===== src/rtl/dma_arb_pkg.sv =====
package dma_arb_pkg;
  localparam int REG_W    = 16;
  localparam int MODE_LSB = 8;
  localparam int DME_BIT  = 0;
  localparam int NMI_BIT  = 1;
  localparam int AE_BIT   = 2;

  // channel id held at position pos (0 = highest) of the start order of a mode
  function automatic int base_order(input logic [1:0] mode, input int pos, input int n);
    int ch;
    case (mode)
      2'b01:   ch = (pos == 0) ? 1 : ((pos == n - 1) ? 0 : n - pos);
      2'b11:   ch = n - 1 - pos;
      default: ch = (pos == 0) ? 0 : n - pos;
    endcase
    return ch;
  endfunction
endpackage


===== src/rtl/dma_arb_ctrl.sv =====
module dma_arb_ctrl
  import dma_arb_pkg::*;
(
  input  logic             clk,
  input  logic             rst_n,
  input  logic             wr_en,
  input  logic [REG_W-1:0] wdata,
  input  logic             nmi_evt,
  input  logic             err_evt,
  output logic [REG_W-1:0] rdata,
  output logic [1:0]       mode,
  output logic             grant_ok,
  output logic             mode_load
);
  logic [1:0] mode_q;
  logic       dme_q, nmif_q, aef_q;
  logic       unused_wbits;

  assign unused_wbits = ^{wdata[REG_W-1:MODE_LSB+2], wdata[MODE_LSB-1:AE_BIT+1]};

  always_ff @(posedge clk or negedge rst_n) begin
    if (!rst_n) begin
      mode_q <= 2'b00;
      dme_q  <= 1'b0;
      nmif_q <= 1'b0;
      aef_q  <= 1'b0;
    end else begin
      if (wr_en) begin
        mode_q <= wdata[MODE_LSB+1:MODE_LSB];
        dme_q  <= wdata[DME_BIT];
      end
      nmif_q <= nmi_evt | (nmif_q & ~(wr_en & ~wdata[NMI_BIT]));
      aef_q  <= err_evt | (aef_q & ~(wr_en & ~wdata[AE_BIT]));
    end
  end

  assign mode      = mode_q;
  assign grant_ok  = dme_q & ~nmif_q & ~aef_q;
  assign mode_load = wr_en && (wdata[MODE_LSB+1:MODE_LSB] != mode_q);

  always_comb begin
    rdata                        = '0;
    rdata[MODE_LSB+1:MODE_LSB]   = mode_q;
    rdata[DME_BIT]               = dme_q;
    rdata[NMI_BIT]               = nmif_q;
    rdata[AE_BIT]                = aef_q;
  end

  assert_nmi_sets_R3: assert property (@(posedge clk) disable iff (!rst_n)
    nmi_evt |=> rdata[NMI_BIT]);
  assert_err_sets_R3: assert property (@(posedge clk) disable iff (!rst_n)
    err_evt |=> rdata[AE_BIT]);
  assert_nmi_sticky_R3: assert property (@(posedge clk) disable iff (!rst_n)
    (rdata[NMI_BIT] && !(wr_en && !wdata[NMI_BIT])) |=> rdata[NMI_BIT]);
  assert_ae_sticky_R3: assert property (@(posedge clk) disable iff (!rst_n)
    (rdata[AE_BIT] && !(wr_en && !wdata[AE_BIT])) |=> rdata[AE_BIT]);
endmodule


===== src/rtl/dma_arb_order.sv =====
module dma_arb_order
  import dma_arb_pkg::*;
#(
  parameter int NCH = 4,
  localparam int CW = $clog2(NCH)
) (
  input  logic                    clk,
  input  logic                    rst_n,
  input  logic [1:0]              mode,
  input  logic                    mode_load,
  input  logic [1:0]              mode_new,
  input  logic                    done_fire,
  input  logic [CW-1:0]           done_ch,
  output logic [NCH-1:0][CW-1:0]  order
);
  logic [NCH-1:0][CW-1:0] rot_q, rot_d, fixed_ord;
  logic                   hit;
  logic [NCH-1:0]         seen;

  for (genvar p = 0; p < NCH; p++) begin : g_fixed
    assign fixed_ord[p] = CW'(base_order(mode, p, NCH));
  end

  always_comb begin
    rot_d = rot_q;
    hit   = 1'b0;
    if (mode_load) begin
      for (int i = 0; i < NCH; i++) rot_d[i] = CW'(base_order(mode_new, i, NCH));
    end else if (done_fire && mode[1]) begin
      for (int i = 0; i < NCH - 1; i++) begin
        if (rot_q[i] == done_ch) hit = 1'b1;
        if (hit) rot_d[i] = rot_q[i+1];
      end
      rot_d[NCH-1] = done_ch;
    end
  end

  always_ff @(posedge clk or negedge rst_n) begin
    if (!rst_n) begin
      for (int i = 0; i < NCH; i++) rot_q[i] <= CW'(base_order(2'b00, i, NCH));
    end else begin
      rot_q <= rot_d;
    end
  end

  assign order = mode[1] ? rot_q : fixed_ord;

  always_comb begin
    seen = '0;
    for (int i = 0; i < NCH; i++) seen[rot_q[i]] = 1'b1;
  end

  assert_rot_perm_R7: assert property (@(posedge clk) disable iff (!rst_n)
    &seen);
  assert_rot_tail_R8: assert property (@(posedge clk) disable iff (!rst_n)
    (done_fire && mode[1] && !mode_load) |=> (rot_q[NCH-1] == $past(done_ch)));
endmodule


===== src/rtl/dma_arb_grant.sv =====
module dma_arb_grant #(
  parameter int NCH = 4,
  localparam int CW = $clog2(NCH)
) (
  input  logic                   clk,
  input  logic                   rst_n,
  input  logic                   grant_ok,
  input  logic [NCH-1:0]         req,
  input  logic [NCH-1:0][CW-1:0] order,
  input  logic                   xfer_done,
  output logic [NCH-1:0]         grant,
  output logic                   done_fire,
  output logic [CW-1:0]          done_ch
);
  logic [NCH-1:0] grant_q;
  logic           found, idle;
  logic [CW-1:0]  pick_ch;

  always_comb begin
    found   = 1'b0;
    pick_ch = '0;
    for (int i = NCH - 1; i >= 0; i--) begin
      if (req[order[i]]) begin
        found   = 1'b1;
        pick_ch = order[i];
      end
    end
  end

  assign idle = (grant_q == '0);

  always_ff @(posedge clk or negedge rst_n) begin
    if (!rst_n) begin
      grant_q <= '0;
    end else if (idle) begin
      if (grant_ok && found) grant_q <= NCH'(1) << pick_ch;
    end else if (xfer_done) begin
      grant_q <= '0;
    end
  end

  always_comb begin
    done_ch = '0;
    for (int i = 0; i < NCH; i++) if (grant_q[i]) done_ch = CW'(i);
  end

  assign done_fire = !idle && xfer_done;
  assign grant     = grant_q;

  assert_grant_onehot_R10: assert property (@(posedge clk) disable iff (!rst_n)
    $onehot0(grant));
  assert_grant_hold_R10: assert property (@(posedge clk) disable iff (!rst_n)
    (grant != '0 && !xfer_done) |=> $stable(grant));
  assert_grant_gated_R4: assert property (@(posedge clk) disable iff (!rst_n)
    (grant == '0 && !grant_ok) |=> (grant == '0));
  assert_grant_requested_R10: assert property (@(posedge clk) disable iff (!rst_n)
    (grant == '0) |=> (grant == '0 || (grant & $past(req)) != '0));
endmodule


===== src/rtl/dma_prio_arb.sv =====
module dma_prio_arb
  import dma_arb_pkg::*;
#(
  parameter int NCH = 4
) (
  input  logic             clk,
  input  logic             rst_n,
  input  logic             reg_wr_en,
  input  logic [REG_W-1:0] reg_wdata,
  output logic [REG_W-1:0] reg_rdata,
  input  logic [NCH-1:0]   req,
  input  logic             xfer_done,
  input  logic             nmi_evt,
  input  logic             err_evt,
  output logic [NCH-1:0]   grant
);
  localparam int CW = $clog2(NCH);

  logic [1:0]             mode;
  logic                   grant_ok, mode_load, done_fire;
  logic [CW-1:0]          done_ch;
  logic [NCH-1:0][CW-1:0] order;

  dma_arb_ctrl u_ctrl (
    .clk(clk), .rst_n(rst_n), .wr_en(reg_wr_en), .wdata(reg_wdata),
    .nmi_evt(nmi_evt), .err_evt(err_evt), .rdata(reg_rdata),
    .mode(mode), .grant_ok(grant_ok), .mode_load(mode_load)
  );

  dma_arb_order #(.NCH(NCH)) u_order (
    .clk(clk), .rst_n(rst_n), .mode(mode), .mode_load(mode_load),
    .mode_new(reg_wdata[MODE_LSB+1:MODE_LSB]), .done_fire(done_fire),
    .done_ch(done_ch), .order(order)
  );

  dma_arb_grant #(.NCH(NCH)) u_grant (
    .clk(clk), .rst_n(rst_n), .grant_ok(grant_ok), .req(req), .order(order),
    .xfer_done(xfer_done), .grant(grant), .done_fire(done_fire), .done_ch(done_ch)
  );
endmodule


===== config.mk =====
export PLATFORM = sky130hd
export DESIGN_NAME = dma_prio_arb
export DESIGN_NICKNAME = d
export VERILOG_FILES = /design/src/rtl/dma_arb_pkg.sv /design/src/rtl/dma_arb_ctrl.sv /design/src/rtl/dma_arb_order.sv /design/src/rtl/dma_arb_grant.sv /design/src/rtl/dma_prio_arb.sv
export SDC_FILE = /design/constraint.sdc
export NUM_CORES = 1
export LEC_CHECK = 0
export ABC_AREA = 1
export BUFFER_PORTS_ARGS = -buffer_cell sky130_fd_sc_hd__buf_2
export CAP_MARGIN = 20
export CORE_ASPECT_RATIO = 0.7
export CORE_UTILIZATION = 50
export DETAILED_ROUTE_END_ITERATION = 8
export GPL_TIMING_DRIVEN = 0
export PLACE_DENSITY = 0.86
export SYNTH_ARGS = -nofsm -noshare
export SYNTH_HDL_FRONTEND = slang
export SYNTH_SLANG_ARGS = --single-unit

===== constraint.sdc =====
create_clock -name clk -period 1.99 [get_ports clk]
set_input_delay 0.0995 -clock clk [delete_from_list [all_inputs] [get_ports clk]]
set_output_delay 0.0995 -clock clk [all_outputs]
set_load 0.005 [all_outputs]

==> summary.txt <==
Global routing
  – Overall routing resource usage: 24.08%
  – Final global-route overflow total: 0
  – Vias in the first global route: 1134
  – Pin count of the biggest net entering global routing: 18
  – Antenna violations before repair: 0
  – First-pass GRT wire length: 5237 microns

Setup path
  – Worst setup path category: reg2reg
  – CP startpoint kind: register
  – Logic depth of the worst register-to-register path: 8
  – Req. time, crit path: 2.17 ns
  – CP arrival: 1.83 ns
  – Worst-path cell with the longest stage delay: dfrtp_1
  – Max Fanout on Critical Path: 10
  – CP Cell Sequence: buf_6, nand2_1, nand3_1, nand2_2, inv_2, o21ai_1, o21ai_0, o21ai_0
  – Most frequent cell on the critical path: o21ai_0
  – CP endpoint kind: register
  – Delay of the slowest critical-path stage: 0.49 ns

Die
  – Total number of placement rows: 15
  – Starting Density: 54.42%
  – Area of the core: 2534 sq um
  – Width of the chip: 64.77 microns
  – Die height: 45.94 microns
  – Number of top-level design ports: 46
  – Total Die Area: 2975 sq um

Placed design
  – Number of buffers inserted by port buffering: 23
  – Placer's final routability congestion estimate: 0.8899
  – Placed cell count: 270
  – DP Wirelength: 2501 microns

Layout
  – Signed area change from the synthesized netlist to the final layout: 18.42%
  – Fill count: 240
  – Post-Layout Cell Count: 275
  – Net count reported at finish: 268
  – Area taken by multi-input logic gates: 764.5 sq um
  – Register area: 430.4 sq um
  – Inserted Diodes: 0
  – Layout cell share with drive strength beyond 1: 29.46%

CTS
  – Longest Clk Path Bufs: 2
  – CTS Root Cell: clkbuf_8
  – CTS tree: done
  – Insertion delay to the later sink of the worst-skew pair: 0.26 ns
  – TritonCTS Buffers: 3
  – # clock sinks: 17
  – Post-CTS clock slew at the launch and capture registers of the worst setup and hold paths: 0.08 ns
  – Max H-tree Level: 1

Timing
  – RSZ-0062 raised after global routing: false
  – Skew final: 0.003374 ns
  – Highest achievable clock rate: 0.6043 GHz
  – Setup TNS: 0 ns
  – Final hold violation count: 0
  – Worst Hold Slack: 0.01552 ns
  – Tcrit/Tclk final: 83.16%
  – Final Slew Violations: 0
  – Crit path time final: 1.655 ns
  – Total of endpoints with negative setup slack in the final report: 0

Synth
  – Compound-cell area share of the yosys netlist: 9.347%
  – Cell count after synthesis: 203
  – Dominant cell by count in the synthesized netlist: nand2_1
  – Dominant combinational cell family by area after synthesis: simple AND/OR/NAND/NOR gates
  – Synth async-reset ratio: 100.0%
  – Average footprint of a synthesized cell: 6.792 sq um
  – Cell type contributing the most total cell area after synthesis: dfrtp_1
  – Cell area after synthesis: 1379 sq um
  – Sequential area share after synthesis: 31.22%
  – Post-synthesis mux area share: 0%
  – Most instantiated cells after synthesis: nand2_1 (59), nand3_1 (25), inv_1 (23), o21ai_0 (15), buf_4 (14)
  – Register bit total from synthesis: 17
  – Number of distinct standard cells referenced by the synthesized netlist: 27
  – Warnings, synthesis: 0
  – Cells taking the most area after synthesis: dfrtp_1 (24%), nand2_1 (16%), nand3_1 (9.1%), buf_4 (7.6%), dfstp_2 (7.6%)
  – Xor/xnor cell area share of the yosys netlist: 2.541%
  – Share of synthesized cell area in and, or, nand and nor gates: 40.56%
  – Number of flops mapped to enable cells by yosys: 0
  – Share of Yosys cell area claimed by the top area cell type: 23.59%
  – Primary FF master, synth: dfrtp_1
  – Synth Area in Adders: 0%

Hold path
  – Class of the tightest hold or removal check: in2reg
  – Hold depth: 3

Outcome
  – Run status: complete, no violations

Route
  – Total wire length: 3139 microns
  – First-pass DRT Iterations: 6
  – DRC violations left: 0
  – Number of routed nets with antenna violations: 0
  – Routed vias: 1344
  – Average wire per cell in the routed design: 11.41 microns
  – Vias per cell: 4.887
  – Number of design-rule violations left by the first detailed-router iteration: 137

Power
  – Clock network power share: 15.0%
  – VDD IR-drop max: 0.0006075 V
  – Sequential Power Share: 32.5%
  – Design internal power: 0.9886 mW
  – Leakage power: 0.9253 nW
  – Cell Pwr Density: 1148 nW/um^2
  – Share of power burned in combinational logic: 52.6%
  – Switching power total: 0.8864 mW
  – Switching Share: 47.27%

Job
  – Max cap viols: 0
[worst max-delay path, delay by kind of cell (launching register included)]
family / cells / cell delay (ns)
AOI/OAI and AO/OA: 3 / 0.49
buffers and inverters: 2 / 0.29
DFF: 1 / 0.49
and+or+nand+nor: 3 / 0.27
[power groups by stage]
stage | clock network (mW) | registers (mW) | logic [mW]
2_1_floorplan | 0 | 0.584 | 0.758
3_3_place_gp | 0 | 0.604 | 0.937
3_5_place_dp | 0 | 0.613 | 0.968
4_1_cts | 0.281 | 0.607 | 0.976
5_1_grt | 0.291 | 0.626 | 1.13
6_report | 0.281 | 0.608 | 0.986
[placed cells by master, fill, tap and decap left out, drive strengths merged]
master        n
dfstp         4
nor4          1
nand3b        1
buf          38
nand4         1
inv          27
nand3        30
xnor2         1
dlygate4sd3   1
o21ai        18
xor2          3
conb         11
nor2         11
o211ai        1
a21o          1
a21oi         4
clkinv        1
clkbuf        3
clkinvlp      1
dfrtp        13
nand2        70
[registers in the layout (all words and copies together), names as in the netlist]
register       count
u_ctrl.nmif_q      1
u_order.rot_q      8
u_ctrl.mode        2
u_ctrl.aef_q       1
u_ctrl.dme_q       1
u_grant.grant      4
[cells by family (layout without fill, tap and decap cells)]
family          count (synthesis)  in the layout
simple gates                  114            114
buf+inv                        43             71
compound gates                 24             24
flops                          17             17
xor+xnor                        4              4
other cells                     1             11
[final timing paths]
check	from	end	slack, ns
max in group asynchronous	rst_n	u_order.rot_q[5]	1.39
min	err_evt	u_ctrl.aef_q	0.02
max reg2reg	u_ctrl.mode[1]	u_order.rot_q[1]	0.34
min in group asynchronous	rst_n	u_ctrl.mode[1]	0.29
min reg2reg	u_order.rot_q[5]	u_order.rot_q[5]	0.53
max	u_ctrl.mode[1]	u_order.rot_q[1]	0.34
[what timing repair did]
action / 4_1_cts / 5_1_grt
setup buffers: 0 / 0
endpoints found under the hold margin: 13 / 0
hold buffers: 1 / 0
resized for setup: 0 / 0
[per-stage QoR]
stage,cell area [sq um],setup WS (ns),total power [mW],util (%)
after floorplan,1416,0.5801,1.342,-
after global placement,1574,0.3807,1.541,62.12
after detailed placement,1574,0.3586,1.581,62.12
after CTS,1633,0.3542,1.863,64.44
after global routing,1633,0.1864,2.047,64.44
final,1633,0.3352,1.875,64.44
[area by class of cell]
class                           instances  share of cell area [%]
Clock buffer                            3                   2.529
Tap cell                               34                   2.605
Inverter                               28                   6.437
Multi-Input combinational cell        153                   46.82
Timing Repair Buffer                   24                   7.663
Clock inverter                          1                  0.4598
Buffer                                 15                   7.126
Sequential cell                        17                   26.36
[per-layer routing]
layer  vias up  wire (microns)  GRT usage [%]
met4         0              32          6.667
met1       579            1502          35.38
met5         -               0              0
met3         6             254          5.500
li1        693               -              -
met2        66            1349          35.21
(Power assumes the default switching activity.)
